### src/rtl/kp_sync.sv
module kp_sync #(
   parameter int   STAGES  = 2,
   parameter logic RST_VAL = 1'b0
) (
   input  logic clk,
   input  logic rst_n,
   input  logic d,
   output logic q
);
   if (STAGES < 2) begin : g_bad_depth
      $error("kp_sync: STAGES must be at least 2");
   end

   logic [STAGES-1:0] chain;

   always_ff @(posedge clk or negedge rst_n) begin
      if (!rst_n) chain <= {STAGES{RST_VAL}};
      else        chain <= {chain[STAGES-2:0], d};
   end

   assign q = chain[STAGES-1];
endmodule

### src/rtl/kp_arm.sv
module kp_arm (
   input  logic clk,
   input  logic rst_n,
   input  logic avail_s,
   input  logic sel_n_s,
   output logic load_o,
   output logic armed_o
);
   logic avail_q, sel_q;
   logic avail_rise, sel_rise, take;

   assign avail_rise = avail_s & ~avail_q;
   assign sel_rise   = sel_n_s & ~sel_q;
   // A release in the same cycle frees the port for the incoming key.
   assign take       = avail_rise & (~armed_o | sel_rise);

   always_ff @(posedge clk or negedge rst_n) begin
      if (!rst_n) begin
         avail_q <= 1'b0;
         sel_q   <= 1'b1;
         load_o  <= 1'b0;
         armed_o <= 1'b0;
      end else begin
         avail_q <= avail_s;
         sel_q   <= sel_n_s;
         load_o  <= take;
         if (take)          armed_o <= 1'b1;
         else if (sel_rise) armed_o <= 1'b0;
      end
   end

   p_no_reload_armed_r5: assert property (@(posedge clk) disable iff (!rst_n)
      (armed_o && !sel_rise) |=> !load_o);
   p_release_disarms_r6: assert property (@(posedge clk) disable iff (!rst_n)
      (sel_rise && !avail_rise) |=> !armed_o);
   p_coincide_accept_r7: assert property (@(posedge clk) disable iff (!rst_n)
      (sel_rise && avail_rise) |=> (load_o && armed_o));
   p_pulse_single_r1: assert property (@(posedge clk) disable iff (!rst_n)
      load_o |=> !load_o);
endmodule

### src/rtl/kp_shift.sv
module kp_shift #(
   parameter int CODE_W = 4,
   parameter int REG_W  = 8
) (
   input  logic              clk,
   input  logic              rst_n,
   input  logic              load_i,
   input  logic [CODE_W-1:0] code_i,
   input  logic              sel_n_s,
   input  logic              sclk_s,
   input  logic              sin_s,
   output logic              sout_o
);
   localparam int PAD_W = REG_W - CODE_W - 1;

   if (PAD_W < 0) begin : g_bad_width
      $error("kp_shift: REG_W must exceed CODE_W");
   end

   logic [REG_W-1:0] sreg, load_word;
   logic             sclk_q, fall;

   if (PAD_W > 0) begin : g_pad
      assign load_word = {1'b1, {PAD_W{1'b0}}, code_i};
   end else begin : g_nopad
      assign load_word = {1'b1, code_i};
   end

   assign fall = sclk_q & ~sclk_s;

   always_ff @(posedge clk or negedge rst_n) begin
      if (!rst_n) begin
         sreg   <= '0;
         sclk_q <= 1'b0;
      end else begin
         sclk_q <= sclk_s;
         if (load_i)                sreg <= load_word;
         else if (fall && !sel_n_s) sreg <= {sreg[REG_W-2:0], sin_s};
      end
   end

   assign sout_o = sreg[REG_W-1];

   p_load_word_r2: assert property (@(posedge clk) disable iff (!rst_n)
      load_i |=> (sreg[REG_W-1] && sreg[CODE_W-1:0] == $past(code_i)));
   p_idle_hold_r3: assert property (@(posedge clk) disable iff (!rst_n)
      (sel_n_s && !load_i) |=> $stable(sreg));
   p_shift_in_r4: assert property (@(posedge clk) disable iff (!rst_n)
      (fall && !sel_n_s && !load_i) |=>
         (sreg[0] == $past(sin_s) && sreg[REG_W-1:1] == $past(sreg[REG_W-2:0])));
endmodule

### src/rtl/keypad_serial_port.sv
module keypad_serial_port #(
   parameter int CODE_W       = 4,
   parameter int REG_W        = 8,
   parameter int SYNC_STAGES  = 2,
   parameter bit IRQ_FROM_ARM = 1'b1
) (
   input  logic              clk,
   input  logic              rst_n,
   input  logic              key_avail,
   input  logic [CODE_W-1:0] key_code,
   input  logic              sel_n,
   input  logic              ser_clk,
   input  logic              ser_in,
   output logic              ser_out,
   output logic              irq
);
   logic avail_s, sel_n_s, sclk_s, sin_s;
   logic load, armed;

   kp_sync #(.STAGES(SYNC_STAGES), .RST_VAL(1'b0)) u_sync_avail
      (.clk(clk), .rst_n(rst_n), .d(key_avail), .q(avail_s));
   kp_sync #(.STAGES(SYNC_STAGES), .RST_VAL(1'b1)) u_sync_sel
      (.clk(clk), .rst_n(rst_n), .d(sel_n), .q(sel_n_s));
   kp_sync #(.STAGES(SYNC_STAGES), .RST_VAL(1'b0)) u_sync_sclk
      (.clk(clk), .rst_n(rst_n), .d(ser_clk), .q(sclk_s));
   kp_sync #(.STAGES(SYNC_STAGES), .RST_VAL(1'b0)) u_sync_sin
      (.clk(clk), .rst_n(rst_n), .d(ser_in), .q(sin_s));

   kp_arm u_arm (
      .clk(clk), .rst_n(rst_n), .avail_s(avail_s), .sel_n_s(sel_n_s),
      .load_o(load), .armed_o(armed)
   );

   kp_shift #(.CODE_W(CODE_W), .REG_W(REG_W)) u_shift (
      .clk(clk), .rst_n(rst_n), .load_i(load), .code_i(key_code),
      .sel_n_s(sel_n_s), .sclk_s(sclk_s), .sin_s(sin_s), .sout_o(ser_out)
   );

   if (IRQ_FROM_ARM) begin : g_irq_arm
      assign irq = armed;
      p_irq_on_load_r8: assert property (@(posedge clk) disable iff (!rst_n)
         load |=> irq);
   end else begin : g_irq_avail
      assign irq = avail_s;
   end
endmodule

### config.mk
export PLATFORM = sky130hd
export DESIGN_NAME = keypad_serial_port
export DESIGN_NICKNAME = d
export VERILOG_FILES = /design/src/rtl/kp_sync.sv /design/src/rtl/kp_arm.sv /design/src/rtl/kp_shift.sv /design/src/rtl/keypad_serial_port.sv
export SDC_FILE = /design/constraint.sdc
export NUM_CORES = 1
export LEC_CHECK = 0
export BUFFER_PORTS_ARGS = -buffer_cell sky130_fd_sc_hd__buf_2
export CAP_MARGIN = 5
export CELL_PAD_IN_SITES_DETAIL_PLACEMENT = 1
export CELL_PAD_IN_SITES_GLOBAL_PLACEMENT = 1
export CORE_ASPECT_RATIO = 1.1
export CORE_MARGIN = 2
export CORE_UTILIZATION = 41
export DETAILED_ROUTE_END_ITERATION = 12
export PLACE_DENSITY_LB_ADDON = 0.1
export SYNTH_ARGS = -nofsm -noshare
export SYNTH_HDL_FRONTEND = slang
export SYNTH_HIERARCHICAL = 1
export SYNTH_SLANG_ARGS = --single-unit
### constraint.sdc
create_clock -name clk -period 1.4 [get_ports clk]
set_input_delay 0.07 -clock clk [delete_from_list [all_inputs] [get_ports clk]]
set_output_delay 0.07 -clock clk [all_outputs]
set_load 0.005 [all_outputs]
Word level (Yosys, flattened, before mapping)
Index checks and enable logic that the tools add are counted.
{"block": "totals", "in_bits": 10, "output_inout_bits": 2, "word_cells": 27, "ff_bits": 21}
{"block": "classes", "n_mux": 4, "reduce_logical": 4, "bitwise": 9}
{"op": "$mux 8", "n": 2}
{"op": "$and 1x1->1", "n": 4}
{"op": "$not 1->1", "n": 4}
{"op": "$reduce_bool 2->1", "n": 2}
{"op": "$mux 1", "n": 2}
{"op": "$logic_and 1x1->1", "n": 1}
{"op": "$logic_not 1->1", "n": 1}
{"op": "$or 1x1->1", "n": 1}

Logic depth before layout (Yosys ltp)
Gate-level depths: netlist of run 1.
{"block": "logic_depth", "ltp_word": 5, "mapped_depth": 4, "ltp_nobuf": 3}

By module
Netlist of run 1, hierarchy kept.
{"mod": "kp_shift", "area_each_um2": 394.1, "cells_per_inst": 41, "seq_area_each_um2": 225.2, "instances": 1}
{"mod": "kp_sync at u_sync_avail ...", "area_each_um2": 50.0, "cells_per_inst": 2, "seq_area_each_um2": 50.0, "instances": 3}
{"mod": "kp_arm", "area_each_um2": 128.9, "cells_per_inst": 8, "seq_area_each_um2": 101.3, "instances": 1}
{"mod": "kp_sync at u_sync_sel", "area_each_um2": 52.6, "cells_per_inst": 2, "seq_area_each_um2": 52.6, "instances": 1}

Worst setup path before layout of run 1
OpenSTA, ideal clock, no wires.
{"block": "synth_timing", "path_type": "register to register", "startpoint": "register u_sync_sclk.chain[1]", "endpoint": "register u_shift.sreg[7]", "synth_period_minus_slack_ns": 1.131, "setup_time_ns": 0.127, "t_arrival_ns": 1.005, "stages_incl_launch_ff": 5, "required_time_ns": 1.273, "setup_slack_ns": 0.269, "path_buffers": 1, "cell_sequence": "dfrtp_1 > or3b_1 > buf_6 > nand2_1 > nand3b_1"}
{"block": "synth_between", "elab_chain_len": 4}
{"item": "start: declaration", "line": "kp_sync.sv:14", "source": "logic [STAGES-1:0] chain;"}
{"item": "start signal: assignment", "line": "kp_sync.sv:17", "source": "if (!rst_n) chain <= {STAGES{RST_VAL}};"}
{"item": "start signal: assignment", "line": "kp_sync.sv:18", "source": "else chain <= {chain[STAGES-2:0], d};"}
{"item": "$not 1->1", "line": "kp_shift.sv:29", "source": "assign fall = sclk_q & ~sclk_s;"}
{"item": "$and 1x1->1", "line": "kp_shift.sv:29"}
{"item": "$logic_and 1x1->1", "line": "kp_shift.sv:38", "source": "else if (fall && !sel_n_s) sreg <= {sreg[REG_W-2:0], sin_s};"}
{"item": "$reduce_bool 2->1 (no line)"}
{"item": "end signal: assignment", "line": "kp_shift.sv:37", "source": "if (load_i) sreg <= load_word;"}
{"item": "end signal: assignment", "line": "kp_shift.sv:38"}
{"item": "end: declaration", "line": "kp_shift.sv:20", "source": "logic [REG_W-1:0] sreg, load_word;"}
No other way between the ends.
A chain may end at the register's enable or synchronous reset.

Worst setup path in the final report of run 1
{"block": "layout_timing", "startpoint": "register u_sync_sclk.chain[1]", "endpoint": "register u_shift.sreg[5]"}
Same word-level chain as after synthesis.

==> results of run 1 <==
logic make-up (layout without fill, tap and decap cells):
logic type | count (synthesis) | after routing | synth area share
buffers and inverters | 2 | 21 | 0.0207
and+or+nand+nor | 21 | 21 | 0.153
DFF | 21 | 21 | 0.729
AOI/OAI and AO/OA | 13 | 13 | 0.0966
power by group:
| group | internal [mW] | switching, mW |
|---|---|---|
| clock network | 0.106 | 0.170 |
| logic | 0.0575 | 0.0508 |
| registers | 0.671 | 0.0366 |
| total | 0.835 | 0.257 |
state kept, by name, summed over array words and instances, names as in the netlist:
name and count:
u_shift/sreg 8, u_arm/load_o 1, u_shift/sclk_q 1, u_arm/armed_o 1, u_sync_sclk/chain 2, u_sync_sel/chain 2, u_sync_avail/chain 2, u_arm/sel_q 1
u_arm/avail_q 1, u_sync_sin/chain 2
worst register-to-register path, stage by stage, from the launching register on:
cell and delay (ps):
dfrtp_1 420, or3b_1 520, nand2_1 120, a21oi_1 80
worst paths after layout:
check,end,slack (ps)
max in group asynchronous,u_sync_sel/chain[1],830
setup / recovery,u_shift/sreg[5],140
hold / removal,u_shift/sreg[2],10
setup reg to reg,u_shift/sreg[5],140
min in group asynchronous,u_sync_avail/chain[0],220
hold reg to reg,u_sync_sclk/chain[1],350
stage by stage:
step / setup slack (ps) / util / instance area, um^2 / std cells
after floorplan: 269 / - / 726 / 57
after global placement: 203 / 0.492 / 795 / 84
after detailed placement: 161 / 0.492 / 795 / 84
after CTS: 130 / 0.540 / 872 / 93
after global routing: 60.9 / 0.540 / 872 / 93
final: 143 / 0.540 / 872 / 93
synthesized netlist by cell type, drive strengths merged:
master	n
nand2	12
a21bo	1
nand3b	1
dfstp	3
nand2b	2
dfrtp	18
clkbuf	1
nor3b	1
nor2b	4
a21oi	12
buf	1
or3b	1
routing by layer:
metal | up-vias | part of all wire
met5 | - | 0
met1 | 221 | 0.43
met3 | 0 | 0.030
met4 | 0 | 0
met2 | 9 | 0.54
li1 | 225 | -
layout by cell type (no fill, tap or decap):
| master | instances |
|---|---|
| clkbuf_4 | 3 |
| buf_4 | 1 |
| or3b_1 | 1 |
| nand3b_1 | 1 |
| dfrtp_1 | 18 |
| clkinv_2 | 1 |
| dlygate4sd3_1 | 5 |
| a21bo_1 | 1 |
| nand2b_1 | 2 |
| nand2_1 | 12 |
| dfstp_2 | 3 |
| buf_2 | 11 |
| a21oi_1 | 12 |
| nor2b_1 | 4 |
| nor3b_2 | 1 |
cell type report:
cell class | instances | area share
Clock inverter | 1 | 0.00574
Tap cell | 17 | 0.0244
Timing Repair Buffer | 17 | 0.129
Multi-Input combinational cell | 34 | 0.208
Sequential cell | 21 | 0.607
Clock buffer | 3 | 0.0258
==> metrics.csv, run 1 <==
metric,value,unit
nNetsFinal,87,
cts_setup_buffers,0,
synth_sequential_area_ratio,0.729,
grt_start_max_net_pins,22,
drv_cap,0,
ys_types,12,
seqCellArea,529,um^2
core,1610,um^2
synth_cells,57,
antenna_found_initial,0,
syn_area,726,um^2
crit_required,1570,ps
grt_pass1_vias,519,
path_class,reg -> reg,
tightest_slew,438,ps
crit_cells,3,
synth_top_area_share,0.621,
antennaDiodeCount,0,
cts-buffers-inserted,3,
cts-root-buf,clkbuf_4,
fmax,796,MHz
min_from,key_code[2],
synth-seq-cells,21,
cp_slowest_cell,or3b_1,
synth_fp_nets,67,
cp.buffers_inverters,0,
gr-usage-met1,0.200,
die_h,48.1,um
initial_core_util,0.450,
worst_skew_pair.late_latency,290,ps
wire_per_inst,13.8,um
syn_to_final_growth,20.2,%
cts_resized,0,
p_leak,0.406,nW
final.setup_skew,8.67,ps
fin_crit_sh,0.898,
grt_overflow_total,0,
finalSetupTns,0,ps
start_kind,register,
use_met2,0.282,
total_power,1.09,mW
post-dp-hpwl,880,um
clock-sinks,21,
hold_slack,13.9,ps
ant_nets,0,
status,completed,
critPathMaxFanout,8,
drt_pre_antenna_iters,3,
gp_congestion,0.665,
endpoint_kind,register,
grt_util_met3,0.0556,
clk_pin_slew_worst_paths,110,ps
reg2reg_depth,3,
die_w,44.1,um
synthTopCellsByArea,"dfrtp_1 62%, dfstp_2 11%, a21oi_1 8.3%, nand2_1 6.2%, nor2b_1 3.4%",
totalWireLength,1290,um
cts-hold-fix-buffers,5,
grt_usage,0.165,
crit_path_cell_trace,"or3b_1, nand2_1, a21oi_1",
rsz0062_at_grt,false,
setup_viol,0,
multi_input_area,181,um^2
fill_cells,181,
avgSynthCellArea,12.7,um^2
hold_viol,0,
critPathTopFamily,simple AND/OR/NAND/NOR gates,
min_period,1260,ps
ir_worst_vdd,0.759,mV
crit_path_max_incr_delay,520,ps
grt_pass1_wl,2400,um
die_area,2120,um^2
drive_gt1_frac,0.263,
grt-busiest-layer,met2,
relSlewSlack,0.708,
portBuffers,11,
vias_per_cell,4.89,
drtIter0Drc,1,
drv_slew,0,
vias,455,
synth_top_cell_by_area,dfrtp_1,
cts_buffer_depth,2,
holdCritPathClass,in -> reg,
ioPinCount,12,
rows,15,
ctsHtreeMaxLevel,1,
drc_errors,0,
p_per_area,1250,nW/um^2
cp.arrival,1420,ps
yosysWarnings,6,
cts_tree,yes,
r2r-start,u_sync_sclk/chain[1],
crit_path_start,u_sync_sclk/chain[1],
hold_depth,3,
Power figures use the tool's default switching activity.
==> run 2, diff against run 1 <==
Settings changed: BUFFER_PORTS_ARGS -buffer_cell sky130_fd_sc_hd__buf_2 to default, DONT_BUFFER_PORTS from default to 1.
==> metrics.csv, run 2 (same netlist as run 1, synthesis figures left out) <==
metric,value,unit
final.setup_skew,2.44,ps
finalSetupTns,0,ps
cp.arrival,1420,ps
grt_pass1_vias,516,
drive_gt1_frac,0.118,
vias_per_cell,5.46,
drv_cap,0,
portBuffers,0,
worst_skew_pair.late_latency,290,ps
antenna_found_initial,0,
clk_pin_slew_worst_paths,110,ps
comb_power_share,0.090,
nNetsFinal,79,
rsz0062_at_grt,false,
endpoint_kind,register,
largest_register_ffs,8,
final_cell_mix,"18 x dfrtp_1, 12 x a21oi_1, 12 x nand2_1",
relSlewSlack,0.403,
swShare,0.238,
start_kind,register,
status,completed,
drt_pre_antenna_iters,4,
cts_resized,0,
final_common_cell,dfrtp_1,
crit_required,1580,ps
p_sw,0.258,mW
drc_errors,0,
grt_overflow_total,0,
min_period,1240,ps
internal-power,0.827,mW
cts-root-buf,clkbuf_4,
antennaDiodeCount,0,
ioPinCount,12,
clock-sinks,21,
wire_per_inst,14.7,um
die_h,48.1,um
drv_slew,0,
finalNonFillerCells,85,
die_area,2120,um^2
cts_tree,yes,
total_power,1.08,mW
syn_to_final_growth,17.1,%
fin_crit_sh,0.885,
ir_worst_vdd,0.706,mV
totalWireLength,1250,um
cts_buffer_depth,2,
path_class,reg -> reg,
post-dp-hpwl,891,um
hold_viol,0,
core,1610,um^2
die_w,44.1,um
fmax,807,MHz
place_inst,72,
gp_congestion,0.691,
initial_core_util,0.450,
cts-buffers-inserted,3,
seq_power_share,0.656,
vias,464,
largest-register,u_shift/sreg,
grt_pass1_wl,2070,um
ctsHtreeMaxLevel,1,
drtIter0Drc,2,
p_leak,0.374,nW
critPathMaxFanout,8,
grt_start_max_net_pins,22,
rows,15,
setup_viol,0,
holdCritPathClass,in -> reg,
ant_nets,0,
cts-hold-fix-buffers,9,
clock_power_share,0.254,
cts_setup_buffers,0,
tightest_slew,892,ps
grt_usage,0.141,
p_per_area,1280,nW/um^2
-- run 2: final cells by class --
| cell class | instances | area, um^2 |
|---|---|---|
| clock buffers | 3 | 22.5 |
| clock inverters | 1 | 5.00 |
| fillers | 187 | 764 |
| multi-input cells | 34 | 181 |
| flip-flops and latches | 21 | 529 |
| well taps | 17 | 21.3 |
| repair buffers | 9 | 90.1 |
-- run 2: path summary, 6_finish.rpt --
| check | end | cells after the start | from | slack (ps) |
|---|---|---|---|---|
| worst max register to register | u_shift/sreg[6] | 3 | u_sync_sclk/chain[1] | 160 |
| min in group asynchronous | u_sync_avail/chain[1] | 1 | rst_n | 330 |
| worst max-delay path | u_shift/sreg[6] | 3 | u_sync_sclk/chain[1] | 160 |
| worst min register to register | u_sync_sel/chain[1] | 0 | u_sync_sel/chain[0] | 360 |
| worst min-delay path | u_sync_sel/chain[0] | 1 | sel_n | 300 |
| max in group asynchronous | u_sync_sclk/chain[0] | 1 | rst_n | 520 |
-- run 2: power by group through the flow --
stage | Clock [mW] | Combinational (mW) | Sequential [mW]
finish | 0.275 | 0.0973 | 0.712
floorplan | 0 | 0.0612 | 0.708
CTS | 0.292 | 0.0996 | 0.713
detailed placement | 0 | 0.0685 | 0.724
global route | 0.319 | 0.113 | 0.719
global placement | 0 | 0.0605 | 0.719
-- run 2: worst max-delay path: stages, from the launching register on --
cell     delay, ps
dfrtp_1        410
or3b_1         520
nand2_1        130
a21oi_1         70
-- run 2: per-stage QoR --
stage / cell area [um^2] / hold slack, ps / utilization / worst slack [ps]
floorplan: 726 / -226 / - / 269
global placement: 732 / -225 / 0.453 / 229
detailed placement: 732 / -225 / 0.453 / 150
CTS: 850 / 292 / 0.526 / 136
global route: 850 / 295 / 0.526 / 27.0
finish: 850 / 305 / 0.526 / 160
-- run 2: metal layers --
metal  wire [um]  vias up  GRT usage
met2         698       11      0.250
met5           0        -          0
met3          55        4     0.0296
met1         482      239      0.152
li1            -      210          -
met4          17        0      0.103
